### config.mk
export PLATFORM = sky130hd
export DESIGN_NAME = lcd_host_port
export DESIGN_NICKNAME = d
export VERILOG_FILES = /design/src/rtl/hif_pkg.sv /design/src/rtl/hif_sync.sv /design/src/rtl/hif_par_decode.sv /design/src/rtl/hif_ser_shift.sv /design/src/rtl/lcd_host_port.sv
export SDC_FILE = /design/constraint.sdc
export NUM_CORES = 1
export LEC_CHECK = 0
export ABC_CLOCK_PERIOD_IN_PS = 2910
export CAP_MARGIN = 10
export CELL_PAD_IN_SITES_DETAIL_PLACEMENT = 1
export CELL_PAD_IN_SITES_GLOBAL_PLACEMENT = 2
export CORE_ASPECT_RATIO = 1.1
export CORE_MARGIN = 2
export CORE_UTILIZATION = 39
export CTS_BUF_LIST = sky130_fd_sc_hd__clkbuf_8 sky130_fd_sc_hd__clkbuf_16
export CTS_CLUSTER_DIAMETER = 40
export DETAILED_ROUTE_END_ITERATION = 8
export GPL_TIMING_DRIVEN = 1
export MAX_ROUTING_LAYER = met4
export PLACE_DENSITY_LB_ADDON = 0.1
export SYNTH_ARGS = -nofsm -noshare
export SYNTH_HDL_FRONTEND = slang
export SYNTH_SLANG_ARGS = --single-unit
### constraint.sdc
create_clock -name clk -period 2.91 [get_ports clk]
set_input_delay 0.582 -clock clk [delete_from_list [all_inputs] [get_ports clk]]
set_output_delay 0.582 -clock clk [all_outputs]
set_load 0.1 [all_outputs]
### src/rtl/hif_pkg.sv
package hif_pkg;

    typedef enum logic [1:0] {
        XK_CMD_WR  = 2'b00,
        XK_STAT_RD = 2'b01,
        XK_DISP_WR = 2'b10,
        XK_DISP_RD = 2'b11
    } xact_kind_e;

    localparam int unsigned HIF_DW = 8;

    typedef struct packed {
        logic              valid;
        xact_kind_e        kind;
        logic [HIF_DW-1:0] data;
    } xact_t;

endpackage

### src/rtl/hif_sync.sv
module hif_sync #(
    parameter int unsigned         W       = 8,
    parameter int unsigned         STAGES  = 2,
    parameter logic [W-1:0]        RST_VAL = '0
) (
    input  logic         clk,
    input  logic         rst_n,
    input  logic [W-1:0] din,
    output logic [W-1:0] dout
);
    logic [STAGES-1:0][W-1:0] stg_d, stg_q;

    always_comb begin
        stg_d[0] = din;
        for (int i = 1; i < int'(STAGES); i++) begin
            stg_d[i] = stg_q[i-1];
        end
    end

    always_ff @(posedge clk or negedge rst_n) begin
        if (!rst_n) begin
            for (int i = 0; i < int'(STAGES); i++) begin
                stg_q[i] <= RST_VAL;
            end
        end else begin
            stg_q <= stg_d;
        end
    end

    assign dout = stg_q[STAGES-1];
endmodule

### src/rtl/hif_par_decode.sv
module hif_par_decode
    import hif_pkg::*;
#(
    parameter int unsigned DW = HIF_DW
) (
    input  logic          clk,
    input  logic          rst_n,
    input  logic          en,
    input  logic          sel,
    input  logic          e_style,
    input  logic          a0,
    input  logic          strb_a,
    input  logic          strb_b,
    input  logic [DW-1:0] din,
    input  logic [DW-1:0] disp_rdata,
    input  logic [DW-1:0] stat_rdata,
    output xact_t         xact,
    output logic          oe,
    output logic [DW-1:0] dout
);
    typedef struct packed {
        logic          rd_act;
        logic          wr_act;
        logic          a0_hold;
        logic [DW-1:0] dat_hold;
        xact_t         xact;
    } par_st_t;

    par_st_t st_d, st_q;
    logic    rd_now, wr_now;
    logic [DW-1:0] rsel;

    always_comb begin
        if (e_style) begin
            rd_now = en & sel & strb_a & strb_b;
            wr_now = en & sel & strb_a & ~strb_b;
        end else begin
            rd_now = en & sel & ~strb_a;
            wr_now = en & sel & ~strb_b;
        end
        rsel = a0 ? disp_rdata : stat_rdata;

        st_d            = st_q;
        st_d.xact.valid = 1'b0;
        st_d.rd_act     = rd_now;
        st_d.wr_act     = wr_now;
        if (wr_now) begin
            st_d.a0_hold  = a0;
            st_d.dat_hold = din;
        end
        if (rd_now && !st_q.rd_act) begin
            st_d.xact.valid = 1'b1;
            st_d.xact.kind  = xact_kind_e'({a0, 1'b1});
            st_d.xact.data  = rsel;
        end else if (!wr_now && st_q.wr_act) begin
            st_d.xact.valid = 1'b1;
            st_d.xact.kind  = xact_kind_e'({st_q.a0_hold, 1'b0});
            st_d.xact.data  = st_q.dat_hold;
        end
    end

    always_ff @(posedge clk or negedge rst_n) begin
        if (!rst_n) begin
            st_q <= '0;
        end else begin
            st_q <= st_d;
        end
    end

    assign xact = st_q.xact;
    assign oe   = rd_now;
    assign dout = rsel;
endmodule

### src/rtl/hif_ser_shift.sv
module hif_ser_shift
    import hif_pkg::*;
#(
    parameter int unsigned DW = HIF_DW
) (
    input  logic  clk,
    input  logic  rst_n,
    input  logic  en,
    input  logic  sel,
    input  logic  a0,
    input  logic  sclk,
    input  logic  sdat,
    output xact_t xact
);
    localparam int unsigned CW = (DW > 1) ? $clog2(DW) : 1;
    localparam logic [CW-1:0] LAST_BIT = CW'(DW - 1);

    typedef struct packed {
        logic          sclk_prev;
        logic [CW-1:0] cnt;
        logic [DW-1:0] shreg;
        xact_t         xact;
    } ser_st_t;

    ser_st_t       st_d, st_q;
    logic [DW-1:0] shifted;

    always_comb begin
        shifted         = {st_q.shreg[DW-2:0], sdat};
        st_d            = st_q;
        st_d.xact.valid = 1'b0;
        st_d.sclk_prev  = sclk;
        if (!en || !sel) begin
            st_d.cnt = '0;
        end else if (sclk && !st_q.sclk_prev) begin
            st_d.shreg = shifted;
            if (st_q.cnt == LAST_BIT) begin
                st_d.cnt        = '0;
                st_d.xact.valid = 1'b1;
                st_d.xact.kind  = xact_kind_e'({a0, 1'b0});
                st_d.xact.data  = shifted;
            end else begin
                st_d.cnt = st_q.cnt + 1'b1;
            end
        end
    end

    always_ff @(posedge clk or negedge rst_n) begin
        if (!rst_n) begin
            st_q <= '0;
        end else begin
            st_q <= st_d;
        end
    end

    assign xact = st_q.xact;
endmodule

### src/rtl/lcd_host_port.sv
module lcd_host_port
    import hif_pkg::*;
#(
    parameter int unsigned DW          = HIF_DW,
    parameter int unsigned SYNC_STAGES = 2
) (
    input  logic          clk,
    input  logic          rst_n,
    input  logic          mode_par,
    input  logic          bus_e_style,
    input  logic          cs1_n,
    input  logic          cs2,
    input  logic          a0,
    input  logic          rd_e,
    input  logic          wr_rw,
    input  logic [DW-1:0] d_in,
    output logic [DW-1:0] d_out,
    output logic          d_oe,
    input  logic [DW-1:0] disp_rdata,
    input  logic [DW-1:0] stat_rdata,
    output logic          xact_valid,
    output logic [1:0]    xact_kind,
    output logic [DW-1:0] xact_data
);
    localparam int unsigned SW = DW + 7;
    localparam logic [SW-1:0] SYNC_RST = {3'b001, 4'b0000, {DW{1'b0}}};

    logic [SW-1:0] raw_bus, syn_bus;
    logic          mode_par_s, e_style_s, cs1_n_s, cs2_s, a0_s, rd_e_s, wr_rw_s;
    logic [DW-1:0] d_s;
    logic          sel_s;
    logic          par_oe;
    xact_t         par_x, ser_x, out_x;

    assign raw_bus = {mode_par, bus_e_style, cs1_n, cs2, a0, rd_e, wr_rw, d_in};

    hif_sync #(.W(SW), .STAGES(SYNC_STAGES), .RST_VAL(SYNC_RST)) u_sync (
        .clk  (clk),
        .rst_n(rst_n),
        .din  (raw_bus),
        .dout (syn_bus)
    );

    assign {mode_par_s, e_style_s, cs1_n_s, cs2_s, a0_s, rd_e_s, wr_rw_s, d_s} = syn_bus;
    assign sel_s = ~cs1_n_s & cs2_s;

    hif_par_decode #(.DW(DW)) u_par (
        .clk       (clk),
        .rst_n     (rst_n),
        .en        (mode_par_s),
        .sel       (sel_s),
        .e_style   (e_style_s),
        .a0        (a0_s),
        .strb_a    (rd_e_s),
        .strb_b    (wr_rw_s),
        .din       (d_s),
        .disp_rdata(disp_rdata),
        .stat_rdata(stat_rdata),
        .xact      (par_x),
        .oe        (par_oe),
        .dout      (d_out)
    );

    hif_ser_shift #(.DW(DW)) u_ser (
        .clk  (clk),
        .rst_n(rst_n),
        .en   (~mode_par_s),
        .sel  (sel_s),
        .a0   (a0_s),
        .sclk (d_s[DW-2]),
        .sdat (d_s[DW-1]),
        .xact (ser_x)
    );

    assign out_x      = mode_par_s ? par_x : ser_x;
    assign xact_valid = out_x.valid;
    assign xact_kind  = out_x.kind;
    assign xact_data  = out_x.data;
    assign d_oe       = mode_par_s & par_oe;
endmodule

==> impl_metrics.env, run 1 <==
export IMPL_nNetsFinal=291
export IMPL_syn_area_um2=2940
export IMPL_die_w_um=86.7
export IMPL_insertion_delay_ns=0.34
export IMPL_syn_to_final_growth_pct=31.5
export IMPL_grt_pass1_vias=1895
export IMPL_yosysSeqAreaShare=0.623
export IMPL_r2r_slack_ns=0.88
export IMPL_drive_above_1_share=0.337
export IMPL_wire_per_inst_um=17.2
export IMPL_cts_tree="done"
export IMPL_drt_iter0_markers=47
export IMPL_tightest_slew_ns=0.700
export IMPL_antenna_found_initial=0
export IMPL_cts_htree_levels=3
export IMPL_finalPower_uw=2810
export IMPL_crit_path_cell_trace="nand3b_2, a21oi_2, buf_12"
export IMPL_hold_buffers=0
export IMPL_cts_root_buf="clkbuf_8"
export IMPL_path_class="register to output port"
export IMPL_num_io_pins=53
export IMPL_max_stage_delay_ns=0.70
export IMPL_antenna_left=0
export IMPL_grt_max_degree=31
export IMPL_cts_setup_buffers=0
export IMPL_ys_types=33
export IMPL_finalHoldViolCount=0
export IMPL_gr_usage_all_layers=0.166
export IMPL_n_fill_cell=713
export IMPL_yosys_warnings=0
export IMPL_period_minus_slack_ns=2.41
export IMPL_hpwl_um=4270
export IMPL_routed_wl_um=6000
export IMPL_die_height_um=95.0
export IMPL_cp_required_ns=2.33
export IMPL_ir_drop_mv=0.397
export IMPL_cts_buffers=9
export IMPL_yosys_area_share_simple=0.0626
export IMPL_synth_avg_cell_area_um2=14.4
export IMPL_first_pass_iters=4
export IMPL_synthesis_nets=239
export IMPL_worst_endpoint_arrival_ns=1.82
export IMPL_gp_congestion=0.753
export IMPL_rows=33
export IMPL_total_leakage_power_uw=0.00169
export IMPL_status="completed"
export IMPL_powerDensity_nw_per_um2=728
export IMPL_port_buffer_count=52
export IMPL_holdCritPathClass="primary input to asynchronous set/reset pin"
export IMPL_clkSinkCount=73
export IMPL_drc=0
export IMPL_diodes=0
export IMPL_grt_pass1_wl_um=9800
export IMPL_slew_headroom=0.533
export IMPL_cts_clk_slew_worst_paths_ns=0.08
export IMPL_path_max_fanout=15
export IMPL_end_kind="output port"
export IMPL_fin_tns_setup_ns=0
export IMPL_finalSetupViolations=0
export IMPL_maxCapViolations=0
export IMPL_cpMaxStageDelayCell="dfrtp_1"
export IMPL_cts_resized=0
export IMPL_synth_top_family_by_area="multiplexers"
export IMPL_skew_ns=0.0114
export IMPL_die_area_um2=8240
export IMPL_grt_overflow=0
export IMPL_ys_ff_latch=73
export IMPL_finalMaxSlewViolations=0
export IMPL_synth_xor_area_frac=0
export IMPL_finalCritPeriodShare=0.827
export IMPL_netlist_instances=204
export IMPL_synthMuxAreaShare=0.165
export IMPL_rsz0062_at_grt="false"
export IMPL_vias_per_cell=5.28
export IMPL_synth_fa_ha_area_frac=0.00852
export IMPL_vias=1839
export IMPL_startpoint_type="register"
export IMPL_synth_compound_area_frac=0.117
export IMPL_cts_max_path_buffers=2
export IMPL_coreArea_um2=7390
export IMPL_initial_core_util=0.397
export IMPL_fmax_mhz=416
## critical path, delay by kind of cell, from the launching register on
kind                   cells  cell delay (ns)
and+or+nand+nor            1             0.33
AOI/OAI and AO/OA          1             0.26
DFF                        1             0.70
buffers and inverters      1             0.20
## area by class of cell
cell class / instances / area (um^2) / area share
clock buffers: 9 / 124 / 0.0321
clock inverters: 7 / 136 / 0.0353
inverters: 3 / 11.3 / 0.00292
multi-input cells: 114 / 1040 / 0.269
flip-flops and latches: 73 / 1830 / 0.474
well taps: 87 / 109 / 0.0282
repair buffers: 55 / 613 / 0.159
## sequential cells by signal, summed over array words and instances, names as in the netlist
register / cells
u_sync.dout: 15
u_sync.stg_d: 15
u_par.xact: 11
u_par.st_q: 11
u_ser.shifted: 7
u_ser.xact: 10
u_ser.st_q: 4
## where the power goes
part	internal (uW)	total, uW	switching (uW)
logic	219	595	376
clock network	652	1010	362
registers	1120	1200	81.3
total	1990	2810	819
## layout by cell type, fill, tap and decap left out, types with 2 or more instances in the layout
| cell | instances |
|---|---|
| buf_12 | 10 |
| a31oi_1 | 9 |
| a32oi_1 | 9 |
| inv_1 | 4 |
| clkbuf_8 | 9 |
| nor2b_1 | 12 |
| clkdlybuf4s50_1 | 31 |
| dfrtp_1 | 71 |
| o311ai_0 | 9 |
| dfstp_2 | 2 |
| a21o_1 | 2 |
| a211oi_1 | 9 |
| buf_4 | 13 |
| ha_1 | 2 |
| and2_1 | 2 |
| bufinv_16 | 4 |
| mux2_2 | 43 |
## Yosys cell counts (all sizes together)
| library cell | count | area share |
|---|---|---|
| o31ai | 1 | 0.0026 |
| nand3b | 1 | 0.0038 |
| or2 | 1 | 0.0021 |
| and2 | 2 | 0.0043 |
| nor2b | 12 | 0.026 |
| o311ai | 9 | 0.027 |
| buf | 6 | 0.010 |
| mux2 | 43 | 0.16 |
| a22o | 1 | 0.0030 |
| clkinv | 1 | 0.0013 |
| nand2 | 1 | 0.0013 |
| a211oi | 9 | 0.023 |
| a32oi | 9 | 0.027 |
| dfstp | 2 | 0.018 |
| clkbuf | 8 | 0.010 |
| a32o | 1 | 0.0034 |
| nor4bb | 1 | 0.0034 |
| a21o | 2 | 0.0051 |
| a21oi | 2 | 0.0034 |
| and3b | 1 | 0.0030 |
| nand3 | 2 | 0.0051 |
| dfrtp | 71 | 0.61 |
| ha | 2 | 0.0085 |
| nor3 | 1 | 0.0055 |
| nand4bb | 1 | 0.0038 |
| nor3b | 1 | 0.0026 |
| nand2b | 1 | 0.0021 |
| a21bo | 1 | 0.0034 |
| a31oi | 9 | 0.019 |
| inv | 2 | 0.0026 |
## through the flow
| stage | hold slack, ns | instances | utilization | setup WS [ns] | instance area [um^2] |
|---|---|---|---|---|---|
| after CTS | 0.291 | 348 | 0.523 | 0.473 | 3860 |
| after global routing | 0.322 | 348 | 0.523 | 0.311 | 3860 |
| after floorplan | 0.286 | 204 | - | 0.424 | 2940 |
| after detailed placement | 0.336 | 332 | 0.487 | 0.848 | 3600 |
| after global placement | 0.333 | 332 | 0.487 | 0.869 | 3600 |
| final | 0.284 | 348 | 0.523 | 0.503 | 3860 |
## final timing paths
check	startpoint	to	cells past startpoint
max	u_sync.dout[14]	d_oe	3
max in group asynchronous	rst_n	u_sync.stg_d[27]	2
max reg2reg	u_sync.dout[14]	u_par.st_q[15]	3
min	rst_n	u_sync.dout[10]	1
min reg2reg	u_sync.stg_d[24]	u_sync.dout[9]	0
min in group clk	u_sync.stg_d[24]	u_sync.dout[9]	0
## logic make-up (layout without fill, tap and decap cells)
family,count (synthesis),after routing
muxes,43,43
buffers and inverters,17,74
AOI/OAI and AO/OA,44,44
DFF,73,73
and+or+nand+nor,25,25
adders and majority gates,2,2
## metal layers
| metal | vias to the layer above | GRT usage | part of all wire |
|---|---|---|---|
| li1 | 866 | - | - |
| met1 | 929 | 0.215 | 0.45 |
| met2 | 38 | 0.252 | 0.50 |
| met3 | 6 | 0.0346 | 0.035 |
| met4 | 0 | 0.0742 | 0.016 |
| met5 | - | - | 0 |
(Power assumes the default switching activity.)
==> inputs of run 2 (changes only) <==
- ABC_CLOCK_PERIOD_IN_PS: 2910 -> 2350
- CORE_UTILIZATION: 39 -> 36
- clock period: 2.91 -> 2.35 ns (I/O delays scaled with it)
==> impl_metrics.env, run 2 (synthesis gave the netlist of run 1 again) <==
export IMPL_status="completed"
export IMPL_hpwl_um=4420
export IMPL_powerDensity_nw_per_um2=840
export IMPL_finalCritPeriodShare=0.889
export IMPL_port_buffer_count=52
export IMPL_finalPower_uw=3370
export IMPL_end_kind="output port"
export IMPL_pwr_share_seq=0.441
export IMPL_grt_pass1_wl_um=10700
export IMPL_path_class="register to output port"
export IMPL_fmax_mhz=479
export IMPL_swShare=0.317
export IMPL_first_pass_iters=4
export IMPL_drc=0
export IMPL_rows=34
export IMPL_holdCritPathClass="primary input to asynchronous set/reset pin"
export IMPL_internal_power_uw=2300
export IMPL_cts_root_buf="clkbuf_8"
export IMPL_diodes=0
export IMPL_combPwrFrac=0.253
export IMPL_period_minus_slack_ns=2.09
export IMPL_crit_path_cell_trace="mux2_2, buf_12"
export IMPL_placed_cells=356
export IMPL_grt_overflow=0
export IMPL_initial_core_util=0.371
export IMPL_path_max_fanout=11
export IMPL_num_io_pins=53
export IMPL_finalSetupViolations=0
export IMPL_rsz0062_at_grt="false"
export IMPL_die_height_um=98.7
export IMPL_stdcell_count=372
export IMPL_crit_buf_inv=1
export IMPL_gp_congestion=0.721
export IMPL_tightest_slew_ns=0.713
export IMPL_cp_required_ns=1.88
export IMPL_cts_setup_buffers=0
export IMPL_cts_clk_slew_worst_paths_ns=0.08
export IMPL_die_w_um=90.1
export IMPL_worst_endpoint_arrival_ns=1.62
export IMPL_total_leakage_power_uw=0.00171
export IMPL_ir_drop_mv=0.479
export IMPL_gr_usage_all_layers=0.160
export IMPL_drt_iter0_markers=103
export IMPL_nNetsFinal=294
export IMPL_cts_htree_levels=3
export IMPL_routed_wl_um=6370
export IMPL_fin_tns_setup_ns=0
export IMPL_grt_max_degree=57
export IMPL_startpoint_type="register"
export IMPL_layout_common_cells="71 x dfrtp_1, 43 x mux2_2, 31 x clkdlybuf4s50_1"
export IMPL_cts_resized=0
export IMPL_max_stage_delay_ns=0.67
export IMPL_grt_pass1_vias=2073
export IMPL_cpMaxStageDelayCell="dfrtp_1"
export IMPL_net_switching_power_uw=1070
export IMPL_insertion_delay_ns=0.34
export IMPL_vias_per_cell=5.22
export IMPL_clkSinkCount=73
export IMPL_hold_buffers=0
export IMPL_syn_to_final_growth_pct=36.6
export IMPL_drive_above_1_share=0.352
export IMPL_maxCapViolations=0
export IMPL_finalMaxSlewViolations=0
export IMPL_finalHoldViolCount=0
export IMPL_slew_headroom=0.523
export IMPL_antenna_left=0
export IMPL_cts_tree="done"
export IMPL_vias=1940
export IMPL_die_area_um2=8900
export IMPL_cts_max_path_buffers=2
export IMPL_power_share_clock=0.306
export IMPL_cts_buffers=9
export IMPL_n_fill_cell=799
export IMPL_skew_ns=0.00881
export IMPL_crit_family="flip-flops"
export IMPL_coreArea_um2=7910
export IMPL_layout_commonest_cell="dfrtp_1"
export IMPL_wire_per_inst_um=17.1
export IMPL_antenna_found_initial=0
[run 2: final cells by class]
cell class                 count  area (um^2)  share of cell area
multi-input combinational    114         1050               0.261
timing repair buffer          58          773               0.193
inverter                       3         11.3             0.00281
clock inverter                 5         62.6              0.0156
tap                          108          135              0.0337
sequential                    73         1830               0.456
clock buffer                  11          151              0.0378
[run 2: per-layer routing]
metal  up-vias  global-route usage  wire [um]
met5         -                   -          0
met4         0              0.0462         41
met3         5              0.0359        209
met2        40               0.262       3170
met1      1022               0.201       2940
li1        873                   -          -
[run 2: worst paths after layout]
check,cells past startpoint,endpoint,slack [ns],startpoint
max in group asynchronous,2,u_sync.stg_d[27],1.60,rst_n
max,2,d_out[6],0.26,u_sync.dout[10]
min reg2reg,0,u_sync.dout[14],0.34,u_sync.stg_d[29]
max reg2reg,3,u_ser.shifted[5],0.50,u_sync.dout[11]
min,1,u_sync.dout[10],0.06,rst_n
min in group clk,0,u_sync.dout[14],0.34,u_sync.stg_d[29]
[run 2: metrics by stage]
stage	utilization	hold WS, ns	setup slack, ns	instance area, um^2
finish	0.507	0.0582	0.262	4010
global route	0.507	0.0708	0.179	4010
CTS	0.507	0.0535	0.231	4010
detailed placement	0.480	0.336	0.524	3800
global placement	0.480	0.332	0.539	3800
floorplan	-	0.174	0.310	2950
[run 2: power groups by stage]
stage,Sequential (uW),Combinational (uW),Clock (uW)
floorplan,1460,543,0
global placement,1510,849,0
detailed placement,1510,861,0
CTS,1490,863,1070
global route,1510,896,1120
finish,1490,853,1030
